## src/rtl/smbus_blkbuf.sv

```systemverilog
module smbus_blkbuf #(
  parameter int BUF_DEPTH = 32,
  parameter int AW = 3
) (
  input  logic          clk,
  input  logic          rst_n,
  input  logic          reg_wr,
  input  logic          reg_rd,
  input  logic [AW-1:0] reg_addr,
  input  logic [7:0]    reg_wdata,
  output logic [7:0]    reg_rdata,
  output logic          eng_req,
  output logic          eng_rd,
  output logic          eng_last,
  output logic [7:0]    eng_wdata,
  input  logic          eng_ack,
  input  logic [7:0]    eng_rdata
);
  localparam int IW = $clog2(BUF_DEPTH);
  localparam logic [IW-1:0] IDX_MAX = IW'(BUF_DEPTH - 1);
  localparam logic [AW-1:0] A_STS = 0, A_CTL = 1, A_D0 = 2, A_BLK = 3, A_AUX = 4;
  localparam logic [3:0] P_BLK = 4'h5, P_LAST = 4'hD;

  typedef enum logic [1:0] {S_IDLE, S_CNT, S_DATA, S_WAIT} st_t;

  st_t st;
  logic [7:0] mem [BUF_DEPTH];
  logic [7:0] data0, bdat;
  logic [3:0] proto;
  logic rdir, aux_on, bd, err, intr;
  logic [IW-1:0] idx;
  logic [IW:0] vlen, xcnt, xn;
  logic idle;

  function automatic logic cnt_ok(input logic [7:0] c);
    return (c != 8'd0) && (c <= 8'(BUF_DEPTH));
  endfunction

  assign idle = (st == S_IDLE);
  assign xn = xcnt + 1'b1;
  assign eng_req = (st == S_CNT) || (st == S_DATA);
  assign eng_rd = rdir;
  assign eng_last = (st == S_DATA) && rdir &&
                    (aux_on ? (xn == data0[IW:0]) : (proto == P_LAST));
  assign eng_wdata = (st == S_CNT) ? data0 : (aux_on ? mem[xcnt[IW-1:0]] : bdat);

  always_comb begin
    case (reg_addr)
      A_STS:   reg_rdata = {bd, 4'b0, err, intr, !idle};
      A_CTL:   reg_rdata = {2'b0, proto, 1'b0, rdir};
      A_D0:    reg_rdata = data0;
      A_BLK:   reg_rdata = aux_on ? (({1'b0, idx} < vlen) ? mem[idx] : 8'h00) : bdat;
      A_AUX:   reg_rdata = {6'b0, aux_on, 1'b0};
      default: reg_rdata = 8'h00;
    endcase
  end

  always_ff @(posedge clk or negedge rst_n) begin
    if (!rst_n) begin
      st <= S_IDLE;
      data0 <= '0; bdat <= '0; proto <= '0; rdir <= 1'b0;
      aux_on <= 1'b0; bd <= 1'b0; err <= 1'b0; intr <= 1'b0;
      idx <= '0; vlen <= '0; xcnt <= '0;
      for (int i = 0; i < BUF_DEPTH; i++) mem[i] <= '0;
    end else begin
      if (reg_rd && reg_addr == A_CTL) idx <= '0;
      else if (reg_rd && reg_addr == A_BLK && aux_on && idx != IDX_MAX) idx <= idx + 1'b1;

      if (reg_wr) begin
        case (reg_addr)
          A_STS: begin
            if (reg_wdata[7]) bd <= 1'b0;
            if (reg_wdata[2]) err <= 1'b0;
            if (reg_wdata[1]) intr <= 1'b0;
          end
          A_CTL: begin
            proto <= reg_wdata[5:2];
            rdir <= reg_wdata[0];
            if (reg_wdata[6] && idle &&
                (reg_wdata[5:2] == P_BLK || reg_wdata[5:2] == P_LAST)) begin
              xcnt <= '0;
              if (reg_wdata[0]) begin
                vlen <= '0;
                st <= S_CNT;
              end else if (cnt_ok(data0)) begin
                st <= S_CNT;
              end else begin
                err <= 1'b1;
                intr <= 1'b1;
              end
            end
          end
          A_D0: if (idle) data0 <= reg_wdata;
          A_BLK: begin
            if (aux_on) begin
              if (idle) begin
                mem[idx] <= reg_wdata;
                if (idx != IDX_MAX) idx <= idx + 1'b1;
                if ({1'b0, idx} >= vlen) vlen <= {1'b0, idx} + 1'b1;
              end
            end else if (!eng_req) begin
              bdat <= reg_wdata;
            end
          end
          A_AUX: begin
            aux_on <= reg_wdata[1];
            if (!reg_wdata[1] && idle) begin
              idx <= '0;
              vlen <= '0;
              for (int i = 0; i < BUF_DEPTH; i++) mem[i] <= '0;
            end
          end
          default: ;
        endcase
      end

      case (st)
        S_CNT: if (eng_ack) begin
          if (rdir) begin
            data0 <= eng_rdata;
            if (cnt_ok(eng_rdata)) st <= S_DATA;
            else begin
              err <= 1'b1;
              intr <= 1'b1;
              st <= S_IDLE;
            end
          end else begin
            st <= S_DATA;
          end
        end
        S_DATA: if (eng_ack) begin
          xcnt <= xn;
          if (rdir) begin
            if (aux_on) mem[xcnt[IW-1:0]] <= eng_rdata;
            else bdat <= eng_rdata;
          end
          if (aux_on) begin
            if (xn == data0[IW:0]) begin
              st <= S_IDLE;
              intr <= 1'b1;
              if (rdir) vlen <= xn;
            end
          end else begin
            bd <= 1'b1;
            st <= S_WAIT;
          end
        end
        S_WAIT: if (!bd) begin
          if (xcnt == data0[IW:0]) begin
            st <= S_IDLE;
            intr <= 1'b1;
          end else begin
            st <= S_DATA;
          end
        end
        default: ;
      endcase
    end
  end
endmodule

```

## config.mk

```make
export PLATFORM = sky130hd
export DESIGN_NAME = smbus_blkbuf
export DESIGN_NICKNAME = d
export VERILOG_FILES = /design/src/rtl/smbus_blkbuf.sv
export SDC_FILE = /design/constraint.sdc
export NUM_CORES = 1
export LEC_CHECK = 0
export ABC_AREA = 0
export BUFFER_PORTS_ARGS = -buffer_cell sky130_fd_sc_hd__clkbuf_2
export CAP_MARGIN = 20
export CELL_PAD_IN_SITES_DETAIL_PLACEMENT = 0
export CELL_PAD_IN_SITES_GLOBAL_PLACEMENT = 1
export CORE_ASPECT_RATIO = 1.2
export CORE_UTILIZATION = 30
export CTS_CLUSTER_DIAMETER = 80
export CTS_CLUSTER_SIZE = 12
export DETAILED_ROUTE_END_ITERATION = 8
export PLACE_DENSITY = 0.56
export RECOVER_POWER = 50
export SLEW_MARGIN = 30
export SYNTH_ARGS = -nofsm -noshare
export SYNTH_HDL_FRONTEND = slang
export SYNTH_SLANG_ARGS = --single-unit
```

## constraint.sdc

```tcl
create_clock -name clk -period 3.6 [get_ports clk]
set_input_delay 0.72 -clock clk [delete_from_list [all_inputs] [get_ports clk]]
set_output_delay 0.72 -clock clk [all_outputs]
set_load 0.03 [all_outputs]
```

==> parameters.txt, run 1 <==
Parameter                              Value

Cells and area
  Util after Layout ... 36.3%
  Top library cells by usage in the layout, fill and taps aside ... nor2_1, dfrtp_1, a21oi_1, a22oi_1, buf_4
  Fill cell instance count of the final layout ... 6510
  Layout area overhead ... 18.7%
  Number of nets in the layout ... roughly 2200
  Cell Count, Final, Fillers Out ... 2973
  Antenna fix cells ... 0
  Layout cells sized above 1 ... 23.3%
  Most frequent standard cell in the layout excluding fill and tap cells ... nor2_1

Place
  RD Place Congestion ... 0.968
  # port buffers ... 42
  Cell count after placement ... 2895
  Placed wire-length estimate ... roughly 64000 µm

Timing
  Setup violation total in the final timing report ... 15
  Remaining max-slew budget at the tightest pin ... -62.0%
  Share of the clock period used by the worst path ... 104%
  Min cycle time layout ... 3.74 ns
  Setup repair after global routing missed its margin ... true
  Transition time at the pin with the least slew margin ... 2.43 ns
  Clock Skew ... 0.0134 ns
  Final worst hold slack ... 0.441 ns
  Peak clock frequency supported by timing ... 267 MHz
  Count of endpoints failing hold in the final timing report ... 0
  Max-slew violations ... 78
  Total Neg Setup Slack ... -0.977 ns
  Final worst setup slack ... -0.139 ns

Global routing
  Global-route wire length before repair ... 137000 µm
  Maximum number of pins on one net before global-route repair ... 78
  Global-route total usage across every layer ... 28.1%
  Number of global-route vias before repair ... 18200
  Overall overflow remaining after global route ... 0
  Number of antenna violations at the first check in global routing ... 2

Worst setup path
  Arrival time at the worst endpoint ... 3.02 ns
  Maximum fanout count along the critical path ... 10
  Cell-by-cell listing of the critical path ... buf_12, bufbuf_16, mux4_2, nand2_2, nand2_1, o22ai_2, o22ai_2, a221o_1, buf_8
  Classification of the worst setup path ... register to output port
  Critical Path Slowest Stage Cell ... mux4_2
  Maximum cell stage delay along the critical path ... 0.52 ns
  Buf/Inv on CP ... 3
  Required time reported for the critical path endpoint ... 2.88 ns
  Type of element capturing the critical path ... output port
  Category of the worst setup path launch point ... register
  Dominant cell type by count on the critical path ... o22ai_2
  Kind of cell adding the most delay to the critical path ... compound AO/OA/AOI/OAI gates

Drt
  Via count ... between 15000 and 20000
  Routed wire length per instance ... 32.2 µm
  Met2 layer wire length in the routed design ... 45200 µm
  Total wire length after detailed routing ... approximately 96000 µm
  Top routing layer in use ... met4
  Number of nets still failing antenna checks after routing ... 0
  Detail Route met3 WL ... 7390 µm
  Wire length the detailed router placed on met1 ... 36600 µm
  Vias per cell ... 6.31
  Number of remaining DRC errors ... 0
  DRT iter0 DRCs ... 2396
  Pre-antenna DRT Iters ... 7

Flow run
  Max-cap violations ... 1

Synth
  Net count after synthesis ... 2118
  Avg Cell Area, Syn ... 9.57 µm²
  Sequential cell area fraction in the yosys report ... between 30% and 40%
  Commonest register cell after synthesis ... dfrtp_1
  Async S/R FF share, synth ... 100%
  Number of enable flip-flop cells after synthesis ... 0
  Synth warnings ... 0
  Library cells used by synthesis ... between 60 and 70
  Number of instances in the synthesized netlist ... 2076
  Post-synth design cell area ... 19900 µm²
  Number of synthesized register bits ... 300

Floorplanning
  Standard cell core area ... ~65000 µm²
  Die X-Extent ... 237 µm
  # rows ... roughly 100
  Total I/O pin count ... 43
  Initial core utilization ... a little under a third
  Vert. Die Dim ... 284 µm
  Die Area ... between 60000 and 70000 µm²

Power and ir drop
  Areal power density over the cells ... roughly 480 nW/µm²
  Leakage dissipation ... 9.49 nW
  Max IR drop VDD ... 0.000298 V

CTS
  Cell chosen for the clock root ... clkbuf_16
  Number of buffers inserted during clock tree synthesis ... 30
  Sinks on the clock net ... 300
  Clock edge transition at the registers on the reported setup and hold paths ... roughly 0.07 ns
  Buffers from clock root to sink, at most ... 3
  Number of H-tree branching levels ... 1
  Insertion delay to the later sink of the worst-skew pair ... 0.61 ns
  Number of hold buffers added after CTS ... 0
  TritonCTS clock tree ... done

Outcome
  Violated checks ... max-capacitance violations, max-slew violations, negative setup slack
  Status ... complete, but fails checks

Hold path
  Tightest Hold Check Type ... input port to register
layout make-up:
cell class | count | area [µm²] | share of cell area (%)
clock buffer | 36 | 815 | 3.45
clock inverter | 3 | 50.0 | 0.212
inverter | 21 | 78.8 | 0.334
multi-input combinational | 1550 | 11900 | 50.6
sequential | 300 | 7520 | 31.9
tap | 832 | 1040 | 4.42
timing repair buffer | 231 | 2150 | 9.11
cell usage after synthesis, types with 11 or more instances:
| master | instances | area (µm²) |
|---|---|---|
| clkbuf_1 | 117 | 439 |
| inv_1 | 21 | 78.8 |
| and2_1 | 15 | 93.8 |
| a22o_1 | 59 | 517 |
| buf_2 | 69 | 345 |
| nand3_1 | 19 | 95.1 |
| o22ai_1 | 27 | 169 |
| a21o_1 | 33 | 248 |
| a31oi_1 | 14 | 87.6 |
| nor2_1 | 326 | 1220 |
| a22oi_1 | 270 | 2030 |
| buf_1 | 11 | 41.3 |
| ha_1 | 18 | 225 |
| o21ai_0 | 62 | 310 |
| nand2_1 | 90 | 338 |
| o211ai_1 | 12 | 90.1 |
| dfrtp_1 | 300 | 7510 |
| o21ai_1 | 21 | 105 |
| mux4_2 | 132 | 2970 |
| a21oi_1 | 275 | 1380 |
| mux2i_1 | 48 | 480 |
report_power, final:
part           internal (mW)  switching (mW)  total (mW)
Combinational           1.78            2.34        4.12
Sequential              3.59           0.385        3.97
Clock                   1.64            1.48        3.12
Total                   7.02            4.20        11.2
routing by layer:
metal | global-route usage [%] | vias to the layer above
li1 | - | 8012
met4 | 15.6 | 0
met5 | 0 | -
met1 | 35.0 | 9490
met3 | 4.43 | 254
met2 | 46.3 | 997
state kept, by name, summed over array words and instances, names as in the netlist, 2 cells and up:
| register | cells |
|---|---|
| data0 | 8 |
| xcnt | 6 |
| proto | 4 |
| bdat | 8 |
| vlen | 6 |
| mem | 256 |
| st | 2 |
| idx | 5 |
final timing paths:
kind	slack [ns]	endpoint	startpoint	cells past startpoint
max	-0.14	reg_rdata[7]	idx[0]	9
min	0.44	idx[2]	reg_rd	2
max reg2reg	0.52	mem[26]	idx[0]	12
min reg2reg	0.56	proto[1]	proto[1]	1
max in group asynchronous	0.32	mem[86]	rst_n	2
min in group asynchronous	0.83	mem[255]	rst_n	1
timing repair:
item                       4_1_cts  5_1_grt
gates resized for setup        102       61
pin swaps                       20       21
cloned                           4        2
setup endpoints to repair       17       17
setup buffers                   25        8
hold endpoints to repair         0        0
cell families after synthesis:
family / count (synthesis) / share of synthesized area (%)
buffers and inverters: 226 / 4.91
xor gates and xnor gates: 14 / 0.617
AOI/OAI and AO/OA: 811 / 26.5
DFF: 300 / 37.8
adders and majority gates: 18 / 1.13
muxes: 188 / 17.8
and+or+nand+nor: 519 / 11.2
metrics by stage:
step                total power, mW  instance area [µm²]  setup slack, ns
finish                         11.2                23600           -0.139
global route                   11.6                23600           -0.187
CTS                            11.0                23300           -0.141
detailed placement             7.35                21600            0.150
global placement               7.32                21600            0.188
floorplan                      6.05                19900            0.129
Note: power is estimated with default switching activity, not from simulation.
==> run 2, diff against run 1 <==
--- a/config.mk
+++ b/config.mk
@@ -15,6 +15,7 @@
 export CTS_CLUSTER_DIAMETER = 80
 export CTS_CLUSTER_SIZE = 12
 export DETAILED_ROUTE_END_ITERATION = 8
+export GPL_TIMING_DRIVEN = 0
 export PLACE_DENSITY = 0.56
 export RECOVER_POWER = 50
 export SLEW_MARGIN = 30
==> parameters.txt, run 2 (synthesized netlist as in run 1, its figures left out) <==
Parameter                              Value

Timing
  Clock Skew ... between 0.015 and 0.02 ns
  Min cycle time layout ... 3.89 ns
  Max-slew violations ... 50
  Share of the clock period used by the worst path ... 108%
  Final worst hold slack ... just over 0.4 ns
  Peak clock frequency supported by timing ... around 260 MHz
  Remaining max-slew budget at the tightest pin ... -112%
  Total Neg Setup Slack ... -3.78 ns
  Transition time at the pin with the least slew margin ... about 3.2 ns
  Count of endpoints failing hold in the final timing report ... 0
  Final worst setup slack ... -0.293 ns
  Setup violation total in the final timing report ... 16
  Setup repair after global routing missed its margin ... true

Worst setup path
  Setup slack of the most critical reg-to-reg path ... 0 ns
  Launch instance of the worst register-to-register path ... idx[1]
  Category of the worst setup path launch point ... register
  Cell-by-cell listing of the critical path ... buf_12, buf_16, buf_16, mux4_2, mux2_4, o211ai_1, o211ai_1, buf_4
  Maximum cell stage delay along the critical path ... 0.60 ns
  Number of cells on the worst reg-to-reg path ... 12
  Required time reported for the critical path endpoint ... ~2.9 ns
  Critical register-to-register path endpoint ... mem[183]
  Arrival time at the worst endpoint ... 3.17 ns
  Type of element capturing the critical path ... output port
  Critical Path Slowest Stage Cell ... mux4_2
  Buf/Inv on CP ... 4
  Kind of cell adding the most delay to the critical path ... multiplexers
  Maximum fanout count along the critical path ... 9
  Classification of the worst setup path ... register to output port

Drt
  DRT iter0 DRCs ... around 2300
  Vias per cell ... 6.47
  Number of remaining DRC errors ... 0
  Pre-antenna DRT Iters ... 6
  Via count ... between 15000 and 20000
  Routed wire length per instance ... 35.7 µm
  Total wire length after detailed routing ... 109000 µm
  Number of nets still failing antenna checks after routing ... 0

Outcome
  Status ... complete, but fails checks
  Violated checks ... max-capacitance violations, max-slew violations, negative setup slack

Place
  Placed standard-cell area ... 21200 µm²
  Placed wire-length estimate ... ~80000 µm
  RD Place Congestion ... 0.977
  # port buffers ... 32
  Placement-stage worst setup slack ... -0.905 ns
  Cell count after placement ... 2945

Power and ir drop
  Part of the total power dissipated in sequential elements ... 30.7%
  Areal power density over the cells ... 519 nW/µm²
  Comb pwr share ... 42.4%
  Clock share of power ... 26.9%
  Int Pwr ... approximately 7.8 mW
  Reported net switching power ... 4.80 mW
  Leakage dissipation ... ~9.7 nW
  Max IR drop VDD ... 0.000312 V
  Sw Share ... 38.2%
  Design Power ... between 10 and 15 mW

Floorplanning
  Die Area ... slightly below 70000 µm²
  # rows ... 102
  Die X-Extent ... between 200 and 250 µm
  Total I/O pin count ... between 40 and 50
  Standard cell core area ... roughly 65000 µm²
  Initial core utilization ... a little under a third
  Vert. Die Dim ... 284 µm

Global routing
  Number of antenna violations at the first check in global routing ... 0
  Maximum number of pins on one net before global-route repair ... 71
  M2 GR Usage ... 49.4%
  GR Layer Usage met1 ... approximately two fifths
  Global-route total usage across every layer ... 31.9%
  Overall overflow remaining after global route ... 0
  Global-route wire length before repair ... roughly 150000 µm
  Number of global-route vias before repair ... 19000
  Global routing usage on met3 ... 5.36%
  Most Crowded Layer GR ... met2

Cells and area
  Register ranked first by flip-flop count ... mem
  Top library cells by usage in the layout, fill and taps aside ... nor2_1, dfrtp_1, a21oi_1, a22oi_1, mux4_2
  Number of nets in the layout ... 2265
  Area occupied by registers ... 7510 µm²
  Largest registers ... mem: 256 flops, bdat: 8 flops, data0: 8 flops
  Layout area overhead ... 21.9%
  Number of flip-flops in the largest register ... about 260
  Antenna fix cells ... 0
  Fill cell instance count of the final layout ... 6429
  Layout cells sized above 1 ... 21.5%
  Most frequent standard cell in the layout excluding fill and tap cells ... nor2_1
  Design Area, Final ... 24200 µm²
  Util after Layout ... 37.3%
  Cell Count, Final, Fillers Out ... 3063
  Area of combinational cells with multiple inputs ... 11900 µm²

CTS
  Cell chosen for the clock root ... clkbuf_16
  Buffers from clock root to sink, at most ... 3
  Sinks on the clock net ... 300
  Clock edge transition at the registers on the reported setup and hold paths ... 0.07 ns
  Insertion delay to the later sink of the worst-skew pair ... 0.61 ns
  TritonCTS clock tree ... done
  Number of buffers inserted during clock tree synthesis ... 31
  Number of H-tree branching levels ... 1
  Number of hold buffers added after CTS ... 0

Hold path
  Endpoint, Worst Hold ... idx[2]
  Tightest Hold Check Type ... input port to register
  Number of cells on the worst hold path ... 2
  Worst min-delay path startpoint ... reg_rd

Flow run
  Max-cap violations ... 1
[run 2: changes by cell type in the layout (fill, tap and decap cells not counted), sizes merged]
cell | before | now
buf | 191 | 178
bufbuf | 2 | 3
bufinv | 1 | 4
clkbuf | 74 | 170
clkdlybuf4s18 | 0 | 1
clkinv | 1 | 4
clkinvlp | 0 | 1
inv | 22 | 20
[run 2: worst max path at each step]
| stage | cells past startpoint | start | slack (ns) | end |
|---|---|---|---|---|
| final | 8 | idx[0] | -0.29 | reg_rdata[0] |
| after CTS | 7 | idx[0] | -0.25 | reg_rdata[2] |
| after global placement | 1 | rst_n | -5.42 | mem[54] |
| after detailed placement | 12 | idx[1] | -0.91 | mem[243] |
| after global routing | 9 | idx[0] | -0.29 | reg_rdata[0] |
| after floorplan | 11 | xcnt[1] | 0.13 | eng_last |
[run 2: power by group through the flow]
| stage | Sequential, mW | Clock, mW | Combinational [mW] |
|---|---|---|---|
| 3_3_place_gp | 3.89 | 0 | 3.66 |
| 6_report | 3.86 | 3.38 | 5.33 |
| 2_1_floorplan | 3.78 | 0 | 2.26 |
| 3_5_place_dp | 3.89 | 0 | 3.67 |
| 4_1_cts | 3.85 | 3.41 | 4.69 |
| 5_1_grt | 3.87 | 3.51 | 5.50 |
[run 2: cell type report]
class | instances | area share, %
buffer | 204 | 6.03
clock buffer | 33 | 3.28
clock inverter | 8 | 0.605
inverter | 21 | 0.408
multi-input combinational | 1550 | 49.0
sequential | 300 | 31.0
tap | 832 | 4.30
timing repair buffer | 115 | 5.33
[run 2: worst register-to-register path, cell delays in order (launching register included)]
cell and delay, ns:
dfrtp_2 0.44, buf_12 0.16, buf_12 0.16, buf_12 0.16
buf_12 0.19, inv_1 0.08, ha_1 0.17, nand4b_1 0.52
nor2_1 0.75, o21ai_0 0.21, a21o_1 0.31, a22oi_1 0.19
a21oi_1 0.10
[run 2: per-layer routing]
layer / up-vias / wire length, µm
met5: - / 0
met4: 0 / 8650
met3: 301 / 9160
met2: 1110 / 49000
met1: 10200 / 42500
li1: 8205 / -
[run 2: repair_timing]
item,4_1_cts,5_1_grt
pin swaps,33,37
gates cloned,5,0
setup endpoints to repair,215,71
resized for setup,238,82
setup buffers,43,30
==> run 3, diff against run 2 <==
--- a/config.mk
+++ b/config.mk
@@ -18,6 +18,9 @@
 export GPL_TIMING_DRIVEN = 0
 export PLACE_DENSITY = 0.56
 export RECOVER_POWER = 50
+export REMOVE_ABC_BUFFERS = 1
+export SETUP_SLACK_MARGIN = 0.05
+export SKIP_LAST_GASP = 1
 export SLEW_MARGIN = 30
 export SYNTH_ARGS = -nofsm -noshare
 export SYNTH_HDL_FRONTEND = slang
==> parameters.txt, run 3 (synthesized netlist as in run 1, its figures left out) <==
Parameter                              Value

Outcome
  Status ... complete, but fails checks
  Violated checks ... max-capacitance violations, max-slew violations, negative setup slack

Global routing
  Global-route total usage across every layer ... roughly a quarter
  Overall overflow remaining after global route ... 0
  Number of global-route vias before repair ... 17400
  Global-route wire length before repair ... 129000 µm
  Number of antenna violations at the first check in global routing ... 0
  Maximum number of pins on one net before global-route repair ... 84

Worst setup path
  Classification of the worst setup path ... register to output port
  Number of cells on the worst reg-to-reg path ... 11
  Endpoint of the worst setup timing path ... reg_rdata[2]
  Launch instance of the worst register-to-register path ... idx[0]
  Arrival time at the worst endpoint ... 3.08 ns
  Setup slack of the most critical reg-to-reg path ... approximately 0.05 ns
  Maximum fanout count along the critical path ... 3
  Category of the worst setup path launch point ... register
  Type of element capturing the critical path ... output port
  Critical register-to-register path endpoint ... mem[130]
  Critical Path Slowest Stage Cell ... mux4_2
  Dominant cell type by count on the critical path ... mux4_2
  Required time reported for the critical path endpoint ... 2.88 ns
  Worst setup path startpoint ... idx[0]
  Cell-by-cell listing of the critical path ... buf_6, buf_8, mux4_2, mux4_2, mux2i_2, o221ai_2, clkbuf_8
  Maximum cell stage delay along the critical path ... 0.59 ns

Cells and area
  Top library cells by usage in the layout, fill and taps aside ... nor2_1, dfrtp_1, a21oi_1, a22oi_1, mux4_2
  Register ranked first by flip-flop count ... mem
  Number of flip-flops in the largest register ... 256
  Util after Layout ... a little under two fifths
  Largest registers ... mem: 256 flops, bdat: 8 flops, data0: 8 flops
  Most frequent standard cell in the layout excluding fill and tap cells ... nor2_1
  Number of nets in the layout ... about 2100
  Cell Count, Final, Fillers Out ... 2911
  Fill cell instance count of the final layout ... 6376
  Layout area overhead ... 20.5%
  Antenna fix cells ... 0
  Layout cells sized above 1 ... 23.4%

Floorplanning
  Die X-Extent ... about 240 µm
  Vert. Die Dim ... 284 µm
  Total I/O pin count ... 43
  Standard cell core area ... roughly 65000 µm²
  Die Area ... 67200 µm²
  # rows ... 102
  Initial core utilization ... 30.6%

Flow run
  Max-cap violations ... 2

Power and ir drop
  Leakage dissipation ... about 9.4 nW
  Comb pwr share ... 41.1%
  Part of the total power dissipated in sequential elements ... about 34%
  Int Pwr ... 7.32 mW
  Clock share of power ... around a quarter
  Sw Share ... 38.1%
  Reported net switching power ... 4.50 mW
  Areal power density over the cells ... 494 nW/µm²
  Max IR drop VDD ... 0.000375 V

CTS
  Number of hold buffers added after CTS ... 0
  Number of H-tree branching levels ... 1
  Number of buffers inserted during clock tree synthesis ... 29
  Insertion delay to the later sink of the worst-skew pair ... 0.60 ns
  Sinks on the clock net ... 300
  TritonCTS clock tree ... done
  Cell chosen for the clock root ... clkbuf_16
  Buffers from clock root to sink, at most ... 3
  Clock edge transition at the registers on the reported setup and hold paths ... around 0.070 ns

Timing
  Remaining max-slew budget at the tightest pin ... -19.8%
  Transition time at the pin with the least slew margin ... 1.80 ns
  Peak clock frequency supported by timing ... 263 MHz
  Final worst hold slack ... just over 0.4 ns
  Min cycle time layout ... about 3.8 ns
  Count of endpoints failing hold in the final timing report ... 0
  Clock Skew ... between 0.02 and 0.025 ns
  Final worst setup slack ... -0.200 ns
  Total Neg Setup Slack ... -1.56 ns
  Setup violation total in the final timing report ... 16
  Share of the clock period used by the worst path ... 106%
  Setup repair after global routing missed its margin ... true
  Max-slew violations ... 134

Place
  RD Place Congestion ... 0.928
  Placed wire-length estimate ... 57600 µm
  # port buffers ... 42
  Placement-stage worst setup slack ... -0.434 ns
  Cell count after placement ... 2780

Hold path
  Number of cells on the worst hold path ... 2
  Tightest Hold Check Type ... input port to register

Drt
  Via count ... 18200
  Number of nets still failing antenna checks after routing ... 0
  Total wire length after detailed routing ... between 90000 and 100000 µm
  Vias per cell ... 6.27
  Routed wire length per instance ... 31.0 µm
  Pre-antenna DRT Iters ... 6
  Number of remaining DRC errors ... 0
  DRT iter0 DRCs ... 1915
[run 3: repair_timing]
action                                  4_1_cts  5_1_grt
buffers inserted                             55       29
cloned                                       11        3
pin swaps                                    24       34
resized for setup                           138       94
endpoints found under the setup margin       77      207
hold endpoints to repair                      0        0
[run 3: cell type report]
type / instances / area [µm²] / share of cell area (%)
flip-flops and latches: 300 / 7550 / 31.5
clock buffers: 33 / 741 / 3.09
multi-input cells: 1550 / 12200 / 50.9
well taps: 832 / 1040 / 4.35
clock inverters: 2 / 38.8 / 0.162
repair buffers: 173 / 2300 / 9.61
inverters: 21 / 92.6 / 0.387
[run 3: per-stage QoR]
stage                     power (mW)  cell area [µm²]
after floorplan                 5.87            19000
after global placement          7.07            20200
after detailed placement        7.21            21000
after CTS                       11.3            23300
after global routing            12.2            23900
final                           11.8            23900
[run 3: power by group through the flow]
stage          clock network (mW)  registers, mW  logic [mW]
2_1_floorplan                   0           4.17        1.70
6_report                     2.96           4.00        4.85
5_1_grt                      3.12           4.02        5.06
3_5_place_dp                    0           4.20        3.01
3_3_place_gp                    0           4.58        2.50
4_1_cts                      3.01           3.97        4.32
[run 3: worst min path at each step]
stage | start | endpoint | slack (ns)
2_1_floorplan | rst_n | aux_on | 0.42
3_3_place_gp | proto[3] | proto[3] | 0.52
3_5_place_dp | proto[3] | proto[3] | 0.53
4_1_cts | rst_n | mem[205] | 0.16
5_1_grt | reg_rd | idx[2] | 0.41
6_report | reg_rd | idx[2] | 0.40
[run 3: per-layer routing]
layer,vias to the layer above,wire [µm],GRT usage [%]
met4,0,7400,18.1
li1,7886,-,-
met1,9236,35600,33.2
met5,-,0,0
met3,267,6110,3.84
met2,855,41000,41.5
[run 3: worst max-delay path, delay by kind of cell (launching register included)]
| family | cells | cell delay [ns] |
|---|---|---|
| flops | 1 | 0.51 |
| compound gates | 1 | 0.15 |
| mux | 3 | 1.37 |
| buf+inv | 3 | 0.44 |
